File: src/rtl/ctl_setup_pkg.sv
package ctl_setup_pkg;

    typedef enum logic [1:0] {
        EK_DATA,
        EK_STATUS,
        EK_PAYLOAD,
        EK_DONE
    } entry_kind_e;

    typedef struct packed {
        entry_kind_e kind;
        logic [31:0] word;
    } rx_entry_t;

    typedef enum logic [2:0] {
        ST_IDLE,
        ST_STATUS,
        ST_LOW,
        ST_HIGH,
        ST_OPEN,
        ST_DONE
    } seq_state_e;

    localparam int          SU_CNT_W      = 2;
    localparam logic [3:0]  PT_SETUP_DATA = 4'h6;
    localparam logic [3:0]  PT_STAGE_DONE = 4'h4;
    localparam logic [7:0]  SETUP_BYTES   = 8'd8;

    function automatic logic [31:0] status_word(
        input logic [3:0] ep,
        input logic [3:0] pkt_type,
        input logic [7:0] byte_cnt
    );
        return {16'h0000, byte_cnt, pkt_type, ep};
    endfunction

endpackage

File: src/rtl/ctl_setup_fifo.sv
module ctl_setup_fifo #(
    parameter int DEPTH = 16,
    parameter int WIDTH = 34,
    localparam int AW   = (DEPTH > 1) ? $clog2(DEPTH) : 1,
    localparam int CW   = $clog2(DEPTH + 1)
) (
    input  logic             clk,
    input  logic             rst,
    input  logic             push,
    input  logic [WIDTH-1:0] wdata,
    input  logic             pop,
    output logic [WIDTH-1:0] rdata,
    output logic [CW-1:0]    count
);

    logic [WIDTH-1:0] mem [DEPTH];
    logic [AW-1:0]    wr_ptr;
    logic [AW-1:0]    rd_ptr;
    logic             do_push;
    logic             do_pop;

    assign do_push = push && (count != CW'(DEPTH));
    assign do_pop  = pop && (count != '0);
    assign rdata   = mem[rd_ptr];

    function automatic logic [AW-1:0] bump(input logic [AW-1:0] p);
        return (p == AW'(DEPTH - 1)) ? '0 : p + 1'b1;
    endfunction

    always_ff @(posedge clk) begin
        if (do_push) begin
            mem[wr_ptr] <= wdata;
        end
    end

    always_ff @(posedge clk) begin
        if (rst) begin
            wr_ptr <= '0;
            rd_ptr <= '0;
            count  <= '0;
        end else begin
            if (do_push) begin
                wr_ptr <= bump(wr_ptr);
            end
            if (do_pop) begin
                rd_ptr <= bump(rd_ptr);
            end
            unique case ({do_push, do_pop})
                2'b10:   count <= count + 1'b1;
                2'b01:   count <= count - 1'b1;
                default: count <= count;
            endcase
        end
    end

endmodule

File: src/rtl/ctl_setup_seq.sv
module ctl_setup_seq
    import ctl_setup_pkg::*;
#(
    parameter int EP_ID = 0
) (
    input  logic        clk,
    input  logic        rst,
    input  logic        setup_valid,
    input  logic [63:0] setup_data,
    input  logic        stage_change,
    output logic        setup_acc,
    output logic        push,
    output rx_entry_t   entry
);

    localparam logic [3:0] EP_NUM = 4'(EP_ID);

    seq_state_e  state;
    seq_state_e  state_nx;
    logic [63:0] pay_q;

    always_ff @(posedge clk) begin
        if (rst) begin
            state <= ST_IDLE;
        end else begin
            state <= state_nx;
        end
    end

    always_ff @(posedge clk) begin
        if (setup_acc) begin
            pay_q <= setup_data;
        end
    end

    always_comb begin
        state_nx = state;
        unique case (state)
            ST_IDLE:   if (setup_valid)       state_nx = ST_STATUS;
            ST_STATUS:                        state_nx = ST_LOW;
            ST_LOW:                           state_nx = ST_HIGH;
            ST_HIGH:                          state_nx = ST_OPEN;
            ST_OPEN: begin
                if (setup_valid)              state_nx = ST_STATUS;
                else if (stage_change)        state_nx = ST_DONE;
            end
            ST_DONE:                          state_nx = ST_IDLE;
            default:                          state_nx = ST_IDLE;
        endcase
    end

    always_comb begin
        setup_acc  = 1'b0;
        push       = 1'b0;
        entry.kind = EK_DATA;
        entry.word = '0;
        unique case (state)
            ST_IDLE: setup_acc = setup_valid;
            ST_OPEN: setup_acc = setup_valid;
            ST_STATUS: begin
                push       = 1'b1;
                entry.kind = EK_STATUS;
                entry.word = status_word(EP_NUM, PT_SETUP_DATA, SETUP_BYTES);
            end
            ST_LOW: begin
                push       = 1'b1;
                entry.kind = EK_PAYLOAD;
                entry.word = pay_q[31:0];
            end
            ST_HIGH: begin
                push       = 1'b1;
                entry.kind = EK_PAYLOAD;
                entry.word = pay_q[63:32];
            end
            ST_DONE: begin
                push       = 1'b1;
                entry.kind = EK_DONE;
                entry.word = status_word(EP_NUM, PT_STAGE_DONE, 8'd0);
            end
            default: ;
        endcase
    end

endmodule

File: src/rtl/ctl_setup_epstate.sv
module ctl_setup_epstate
    import ctl_setup_pkg::*;
(
    input  logic                clk,
    input  logic                rst,
    input  logic                setup_acc,
    input  logic                sw_cnt_wr,
    input  logic [SU_CNT_W-1:0] sw_cnt_wdata,
    input  logic                sw_epctl_wr,
    input  logic                sw_epctl_nak,
    input  logic                sw_epctl_en,
    input  logic                done_popped,
    input  logic                stup_clr,
    output logic [SU_CNT_W-1:0] setup_cnt,
    output logic                ep_in_nak,
    output logic                ep_out_nak,
    output logic                ep_out_en,
    output logic                stup_irq
);

    always_ff @(posedge clk) begin
        if (rst) begin
            setup_cnt <= '0;
        end else if (sw_cnt_wr) begin
            setup_cnt <= sw_cnt_wdata;
        end else if (setup_acc && (setup_cnt != '0)) begin
            setup_cnt <= setup_cnt - 1'b1;
        end
    end

    always_ff @(posedge clk) begin
        if (rst) begin
            ep_in_nak  <= 1'b0;
            ep_out_nak <= 1'b0;
            ep_out_en  <= 1'b0;
        end else if (setup_acc) begin
            ep_in_nak  <= 1'b1;
            ep_out_nak <= 1'b1;
            ep_out_en  <= 1'b0;
        end else if (sw_epctl_wr) begin
            ep_in_nak  <= sw_epctl_nak;
            ep_out_nak <= sw_epctl_nak;
            ep_out_en  <= sw_epctl_en;
        end
    end

    always_ff @(posedge clk) begin
        if (rst) begin
            stup_irq <= 1'b0;
        end else begin
            stup_irq <= done_popped || (stup_irq && !stup_clr);
        end
    end

endmodule

File: src/rtl/ctl_setup_capture.sv
module ctl_setup_capture
    import ctl_setup_pkg::*;
#(
    parameter int DEPTH = 16,
    parameter int RESV  = 10,
    parameter int EP_ID = 0
) (
    input  logic        clk,
    input  logic        rst,
    input  logic        setup_valid,
    input  logic [63:0] setup_data,
    input  logic        stage_change,
    input  logic        out_push,
    input  logic [31:0] out_word,
    output logic        out_ready,
    input  logic        sw_pop,
    output logic [31:0] sw_rdata,
    output logic        rx_nonempty,
    input  logic        sw_cnt_wr,
    input  logic [1:0]  sw_cnt_wdata,
    output logic [1:0]  setup_cnt,
    input  logic        sw_epctl_wr,
    input  logic        sw_epctl_nak,
    input  logic        sw_epctl_en,
    output logic        ep_in_nak,
    output logic        ep_out_nak,
    output logic        ep_out_en,
    output logic        stup_irq,
    input  logic        stup_clr
);

    localparam int CW = $clog2(DEPTH + 1);
    localparam int EW = $bits(rx_entry_t);

    logic          setup_acc;
    logic          seq_push;
    rx_entry_t     seq_entry;
    logic          data_acc;
    rx_entry_t     wr_entry;
    rx_entry_t     head;
    logic [CW-1:0] fifo_count;
    logic [CW-1:0] free_slots;
    logic          done_popped;

    ctl_setup_seq #(.EP_ID(EP_ID)) u_seq (
        .clk          (clk),
        .rst          (rst),
        .setup_valid  (setup_valid),
        .setup_data   (setup_data),
        .stage_change (stage_change),
        .setup_acc    (setup_acc),
        .push         (seq_push),
        .entry        (seq_entry)
    );

    assign free_slots = CW'(DEPTH) - fifo_count;
    assign out_ready  = (free_slots > CW'(RESV)) && !seq_push;
    assign data_acc   = out_push && out_ready;

    always_comb begin
        if (seq_push) begin
            wr_entry = seq_entry;
        end else begin
            wr_entry.kind = EK_DATA;
            wr_entry.word = out_word;
        end
    end

    ctl_setup_fifo #(.DEPTH(DEPTH), .WIDTH(EW)) u_fifo (
        .clk   (clk),
        .rst   (rst),
        .push  (seq_push || data_acc),
        .wdata (wr_entry),
        .pop   (sw_pop),
        .rdata (head),
        .count (fifo_count)
    );

    assign sw_rdata    = head.word;
    assign rx_nonempty = (fifo_count != '0);
    assign done_popped = sw_pop && rx_nonempty && (head.kind == EK_DONE);

    ctl_setup_epstate u_ep (
        .clk          (clk),
        .rst          (rst),
        .setup_acc    (setup_acc),
        .sw_cnt_wr    (sw_cnt_wr),
        .sw_cnt_wdata (sw_cnt_wdata),
        .sw_epctl_wr  (sw_epctl_wr),
        .sw_epctl_nak (sw_epctl_nak),
        .sw_epctl_en  (sw_epctl_en),
        .done_popped  (done_popped),
        .stup_clr     (stup_clr),
        .setup_cnt    (setup_cnt),
        .ep_in_nak    (ep_in_nak),
        .ep_out_nak   (ep_out_nak),
        .ep_out_en    (ep_out_en),
        .stup_irq     (stup_irq)
    );

endmodule

File: config.mk
export PLATFORM = sky130hd
export DESIGN_NAME = ctl_setup_capture
export DESIGN_NICKNAME = d
export VERILOG_FILES = /design/src/rtl/ctl_setup_pkg.sv /design/src/rtl/ctl_setup_fifo.sv /design/src/rtl/ctl_setup_seq.sv /design/src/rtl/ctl_setup_epstate.sv /design/src/rtl/ctl_setup_capture.sv
export SDC_FILE = /design/constraint.sdc
export NUM_CORES = 1
export LEC_CHECK = 0
export ABC_AREA = 1
export BUFFER_PORTS_ARGS = -buffer_cell sky130_fd_sc_hd__buf_2
export CAP_MARGIN = 10
export CELL_PAD_IN_SITES_DETAIL_PLACEMENT = 1
export CELL_PAD_IN_SITES_GLOBAL_PLACEMENT = 1
export CORE_ASPECT_RATIO = 1.1
export CORE_UTILIZATION = 50
export CTS_CLUSTER_SIZE = 10
export DETAILED_ROUTE_END_ITERATION = 10
export PLACE_DENSITY = 0.84
export SLEW_MARGIN = 5
export SYNTH_ARGS = -nofsm -noshare
export SYNTH_HDL_FRONTEND = slang
export SYNTH_SLANG_ARGS = --single-unit
File: constraint.sdc
create_clock -name clk -period 10.7 [get_ports clk]
set_clock_uncertainty 0.05 [all_clocks]
set_input_delay 1.605 -clock clk [delete_from_list [all_inputs] [get_ports clk]]
set_output_delay 1.605 -clock clk [all_outputs]
set_load 0.01 [all_outputs]
# Word-level counts from Yosys, hierarchy flattened
# Memory sizes are Yosys's and may differ from the RTL's. A register that Yosys moved wholly into a read port is not among the register bits.
# Cells that the tools add are included.
word_totals:
  ram_bits: 544
  word_cells: 70
  inputBits: 109
  mem_count: 1
  register_bits: 85
  output_inout_bits: 40
op_classes:
  n_eq_ne: 13
  magnitude_cmp: 1
  reduce_logical: 21
  muxes: 19
  n_addsub: 6
mem_list:
  columns: ["memory", "depth", "width", "read_ports", "rd_clocked_by_memory_dff", "write_ports", "line", "text"]
  rows:
  - ["u_fifo.mem", 16, 34, 1, 1, 1, "ctl_setup_fifo.sv:16", "logic [WIDTH-1:0] mem [DEPTH];"]
op_table:
  columns: ["operator", "n"]
  rows:
  - ["$pmux 34 s4", 1]
  - ["$mux 34", 1]
  - ["$mux 4", 4]
  - ["$pmux 3 s5", 1]
  - ["$pmux 5 s2", 1]
  - ["$mux 3", 3]
  - ["$add 4x1->4 const B", 2]
  - ["$eq 4x4->1 const B", 2]
  - ["$reduce_bool 2->1", 4]
  - ["$logic_and 1x1->1", 7]
  - ["$eq 3x2->1 const B", 2]
  - ["$eq 3x3->1 const B", 2]
  - ["$mux 1", 6]
  - ["$add 5x1->5 const B", 1]
  - ["$gt 5x4->1 const B", 1]
  - ["$ne 5x5->1 const B", 1]
  - ["$reduce_bool 5->1", 1]
  - ["$sub 5x1->5 const B", 1]
  - ["$sub 5x5->5 const A", 1]
  - ["$eq 2x2->1 const B", 2]
  - ["$mux 2", 2]
  - ["$reduce_or 2->1", 2]
  - ["$reduce_or 4->1", 1]
  - ["$eq 3x1->1 const B", 1]
  - ["8 further kinds", 10]

# Longest topological paths before layout
depth:
  depth_word: 10
  depth_mapped: 19
  ltp_nobuf: 19

# Modules after synthesis
# Synthesis repeated with hierarchy kept, for this count alone.
unflattened:
  hier_cells: 2227
  hier_area_um2: 26321.5
modules_own_cells:
  columns: ["mod", "seq_area_each_um2", "instances", "cells_each", "area_per_inst_um2"]
  rows:
  - ["ctl_setup_fifo", 16676.0, 1, 1856, 22924.5]
  - ["ctl_setup_seq", 1981.9, 1, 195, 2563.7]
  - ["ctl_setup_capture", 0.0, 1, 136, 576.8]
  - ["ctl_setup_epstate", 100.1, 1, 40, 256.5]

# Worst setup path after synthesis
# Ideal clock, no wire load.
synth_path:
  kind: "input to register"
  start: "in out_push"
  end: "mem u_fifo.mem[0][0] (enable)"
  stages: 6
  t_arrival_ns: 3.467
  setup_time_ns: 0.425
  setup_slack_ns: 6.758
  t_required_ns: 10.225
  path_buffers: 0
  cell_sequence: "nand2_1 > nand2_2 > nand2_2 > inv_2 > nand2_1 > nor2_1"
synth_via:
  elab_chain_cells: 5
synth_rtl:
  columns: ["item", "line", "text"]
  rows:
  - ["start, declared", "ctl_setup_capture.sv:13", "input logic out_push,"]
  - ["$logic_and 1x1->1", "ctl_setup_capture.sv:58", "assign data_acc = out_push && out_ready;"]
  - ["$logic_or 1x1->1", "ctl_setup_capture.sv:72", ".push (seq_push || data_acc),"]
  - ["$logic_and 1x1->1", "ctl_setup_fifo.sv:22", "assign do_push = push && (count != CW'(DEPTH));"]
  - ["$mux 1", "ctl_setup_fifo.sv:31", "if (do_push) begin"]
  - ["$mux 1 (implied by the code)", "ctl_setup_fifo.sv:32", "mem[wr_ptr] <= wdata;"]
  - ["end, declared", "ctl_setup_fifo.sv:16", null]
# No other way between the ends.

==> impl_metrics.json <==
{
  "critPathLaunchType": "flip-flop",
  "grt_first_pass_wirelength_mm": 109,
  "cap_viol_max_count": 0,
  "cpPeakStageDelay_ns": 1.03,
  "cp.required_ns": 9.05,
  "period_needed_ns": 6.04,
  "grtUsageMet2_pct": 50.4,
  "port-buffer-count": 148,
  "grt_use_met1_pct": 34.5,
  "clkLatencyLatePin_ns": 0.60,
  "final_common_cell": "edfxtp_1",
  "synth_area_sq_um": 24900,
  "wl_per_cell_um": 27.9,
  "cp_top_family": "buffers and inverters",
  "hold_buffers": 0,
  "cts_buffers": 73,
  "clock.fmax_ghz": 0.165,
  "fin_nets": 2081,
  "track_usage_pct": 29.0,
  "clk_pin_slew_ns": 0.06,
  "dr.first_iter.drc_count": 1853,
  "ios": 149,
  "crit_cells": 7,
  "routed_wl_mm": 73.4,
  "ctsResizeCount": 0,
  "met3_usage_pct": 4.42,
  "first_global_vias": 17993,
  "die_area_sq_um": 50700,
  "worst_path_max_delay_cell": "buf_4",
  "ys_seq_elements": 633,
  "grt_max_degree": 142,
  "power_per_cell_area_nw_per_um2": 257,
  "crit_chain": "inv_6 -> buf_4 -> o21ai_0 -> o221ai_1 -> o211ai_1 -> nand2_1 -> buf_2",
  "vias": 16592,
  "busiest_layer": "met2",
  "rr_worst_depth": 13,
  "core_sq_um": 49000,
  "avgSynthCellArea_sq_um": 13.7,
  "synth_nets": 1947,
  "die_w_um": 215,
  "syn_to_final_growth_pct": 13.0,
  "max-vdd-ir-drop_mv": 0.218,
  "die_h_um": 236,
  "tns_ns": 0,
  "rsz0062_at_grt": "false",
  "worst_pin_slew_ns": 1.29,
  "antenna_found_initial": 0,
  "postCtsSetupBuffers": 0,
  "cts_buffer_depth": 3,
  "fin_hold_ws_ns": 0.425,
  "via_per_inst": 6.31,
  "remaining_drc_errors": 0,
  "ctsHtreeMaxLevel": 3,
  "slew_viol_final": 0,
  "timing.final.crit_share_pct": 56.5,
  "crit_type": "flip-flop to output pin",
  "crit_path_max_fanout": 141,
  "holdPathStages": 2,
  "cp.buffers_inverters": 3,
  "slew_headroom_pct": 14.1,
  "rows": 85,
  "ys_types": 34,
  "syn_inst": 1824,
  "ant_nets": 0,
  "hold_viol_final": 0,
  "yosysSeqAreaShare_pct": 75.3,
  "nFillCells": 4699,
  "end_kind": "output pin",
  "cts_root_buf": "clkbuf_16",
  "hpwl_mm": 39.5,
  "start_util_pct": 50.8,
  "drive_gt1_share_pct": 14.6,
  "hp-class": "flip-flop to flip-flop",
  "layout_common_cells": "608 x edfxtp_1, 271 x nor2_1, 243 x o21ai_0",
  "p_leak_uw": 0.00961,
  "r2r_slack_ns": 7.08,
  "yosysWarningCount": 0,
  "status": "finished, final reports clean",
  "grt_overflow": 0,
  "gp_congestion": 0.776,
  "cts.sinks": 633,
  "cp.arrival_ns": 4.39,
  "first_pass_iters": 7,
  "cts_tree": "yes",
  "diodes": 0,
  "setup_viol": 0
}
==> power by group <==
| part | total (uW) | internal, uW | leakage (uW) | switching, uW |
|---|---|---|---|---|
| clock network | 2210 | 1280 | 0.000973 | 931 |
| registers | 3200 | 3050 | 0.00578 | 148 |
| logic | 1830 | 491 | 0.00287 | 1340 |
| total | 7240 | 4820 | 0.00961 | 2420 |
==> cell type report <==
type,instances,area (sq um),share of cell area [%]
inverter,39,153,0.542
multi-input combinational,1032,5440,19.3
clock inverter,3,25.0,0.0889
tap,652,816,2.90
timing repair buffer,179,977,3.47
clock buffer,90,1980,7.02
sequential,633,18800,66.7
==> state kept, by name, indices dropped and copies added, names as in the netlist, named ones only <==
signal,flops
u_ep.stup_irq,1
u_fifo.rd_ptr,4
u_seq.pay_q,64
u_ep.ep_out_en,1
u_fifo.mem,544
u_fifo.wr_ptr,4
u_seq.state,3
u_ep.ep_in_nak,1
u_fifo.count,5
u_ep.setup_cnt,2
==> worst paths after layout <==
check                                     start           endpoint
worst max-delay path                  flip-flop        sw_rdata[2]
worst min-delay path              u_ep.stup_irq      u_ep.stup_irq
worst max register to register  u_fifo.count[0]  u_fifo.mem[0][17]
worst min register to register    u_ep.stup_irq      u_ep.stup_irq
==> cell usage after synthesis <==
| cell type | count | area [sq um] |
|---|---|---|
| ha_1 | 14 | 175 |
| mux2i_1 | 2 | 20.0 |
| o22ai_1 | 37 | 231 |
| nand2_1 | 181 | 679 |
| nand3_1 | 48 | 240 |
| o21ai_0 | 243 | 1220 |
| dfxtp_1 | 25 | 500 |
| clkbuf_1 | 63 | 236 |
| edfxtp_1 | 608 | 18300 |
| nor2_1 | 287 | 1080 |
| inv_1 | 33 | 124 |
| o21bai_1 | 1 | 7.51 |
| a22oi_1 | 29 | 218 |
| o211ai_1 | 36 | 270 |
| a31oi_1 | 1 | 6.26 |
| nor3b_1 | 1 | 7.51 |
| a21oi_1 | 16 | 80.1 |
| inv_2 | 4 | 15.0 |
| buf_6 | 18 | 203 |
| nand4_1 | 3 | 18.8 |
| nand3b_1 | 1 | 7.51 |
| a21o_1 | 1 | 7.51 |
| buf_4 | 7 | 52.6 |
| nor4_1 | 1 | 6.26 |
| o21ai_1 | 20 | 100 |
| nor3_1 | 5 | 25.0 |
| o221ai_1 | 93 | 815 |
| buf_8 | 1 | 15.0 |
| buf_12 | 2 | 40.0 |
| xor2_1 | 10 | 87.6 |
| clkinv_1 | 1 | 3.75 |
| inv_6 | 1 | 8.76 |
| buf_2 | 29 | 145 |
| nand2_2 | 2 | 12.5 |
==> metal layers <==
metal	routed length (um)	vias up	share of wire (%)
li1	-	7077	-
met1	27100	8475	37
met2	38000	817	52
met3	4760	223	6.5
met4	3480	0	4.7
met5	0	-	0
==> cell families after synthesis <==
| logic type | Yosys count | synth area share, % |
|---|---|---|
| AO/OA/AOI/OAI | 477 | 11.8 |
| XOR/XNOR | 10 | 0.352 |
| adder cells (fa/ha/maj) | 14 | 0.703 |
| buffers and inverters | 159 | 3.39 |
| flip-flops | 633 | 75.3 |
| multiplexers | 2 | 0.0804 |
| AND/OR/NAND/NOR | 529 | 8.33 |
==> worst register-to-register path, cell delays in order (launching register included) <==
cell and delay (ns):
dfxtp_1 0.36, inv_1 0.11, ha_1 0.19, inv_1 0.06, nor3_1 0.23, ha_1 0.31, nand2_1 0.08, nand2_1 0.06
nand2_2 0.10, nand2_2 0.16, inv_2 0.12, nand2_1 0.25, nor2_4 0.69, buf_4 0.49
==> through the flow <==
stage / worst slack (ns) / util [%] / power (uW) / instances / instance area, sq um
finish: 4.66 / 57.4 / 7240 / 2628 / 28200
global placement: 5.62 / 53.3 / 4870 / 2533 / 26100
CTS: 4.71 / 57.4 / 7250 / 2626 / 28100
global route: 4.50 / 57.4 / 7500 / 2628 / 28200
floorplan: 6.76 / - / 4380 / 1824 / 24900
detailed placement: 5.37 / 53.3 / 5030 / 2533 / 26100
Note: power is estimated with default switching activity, not from simulation.
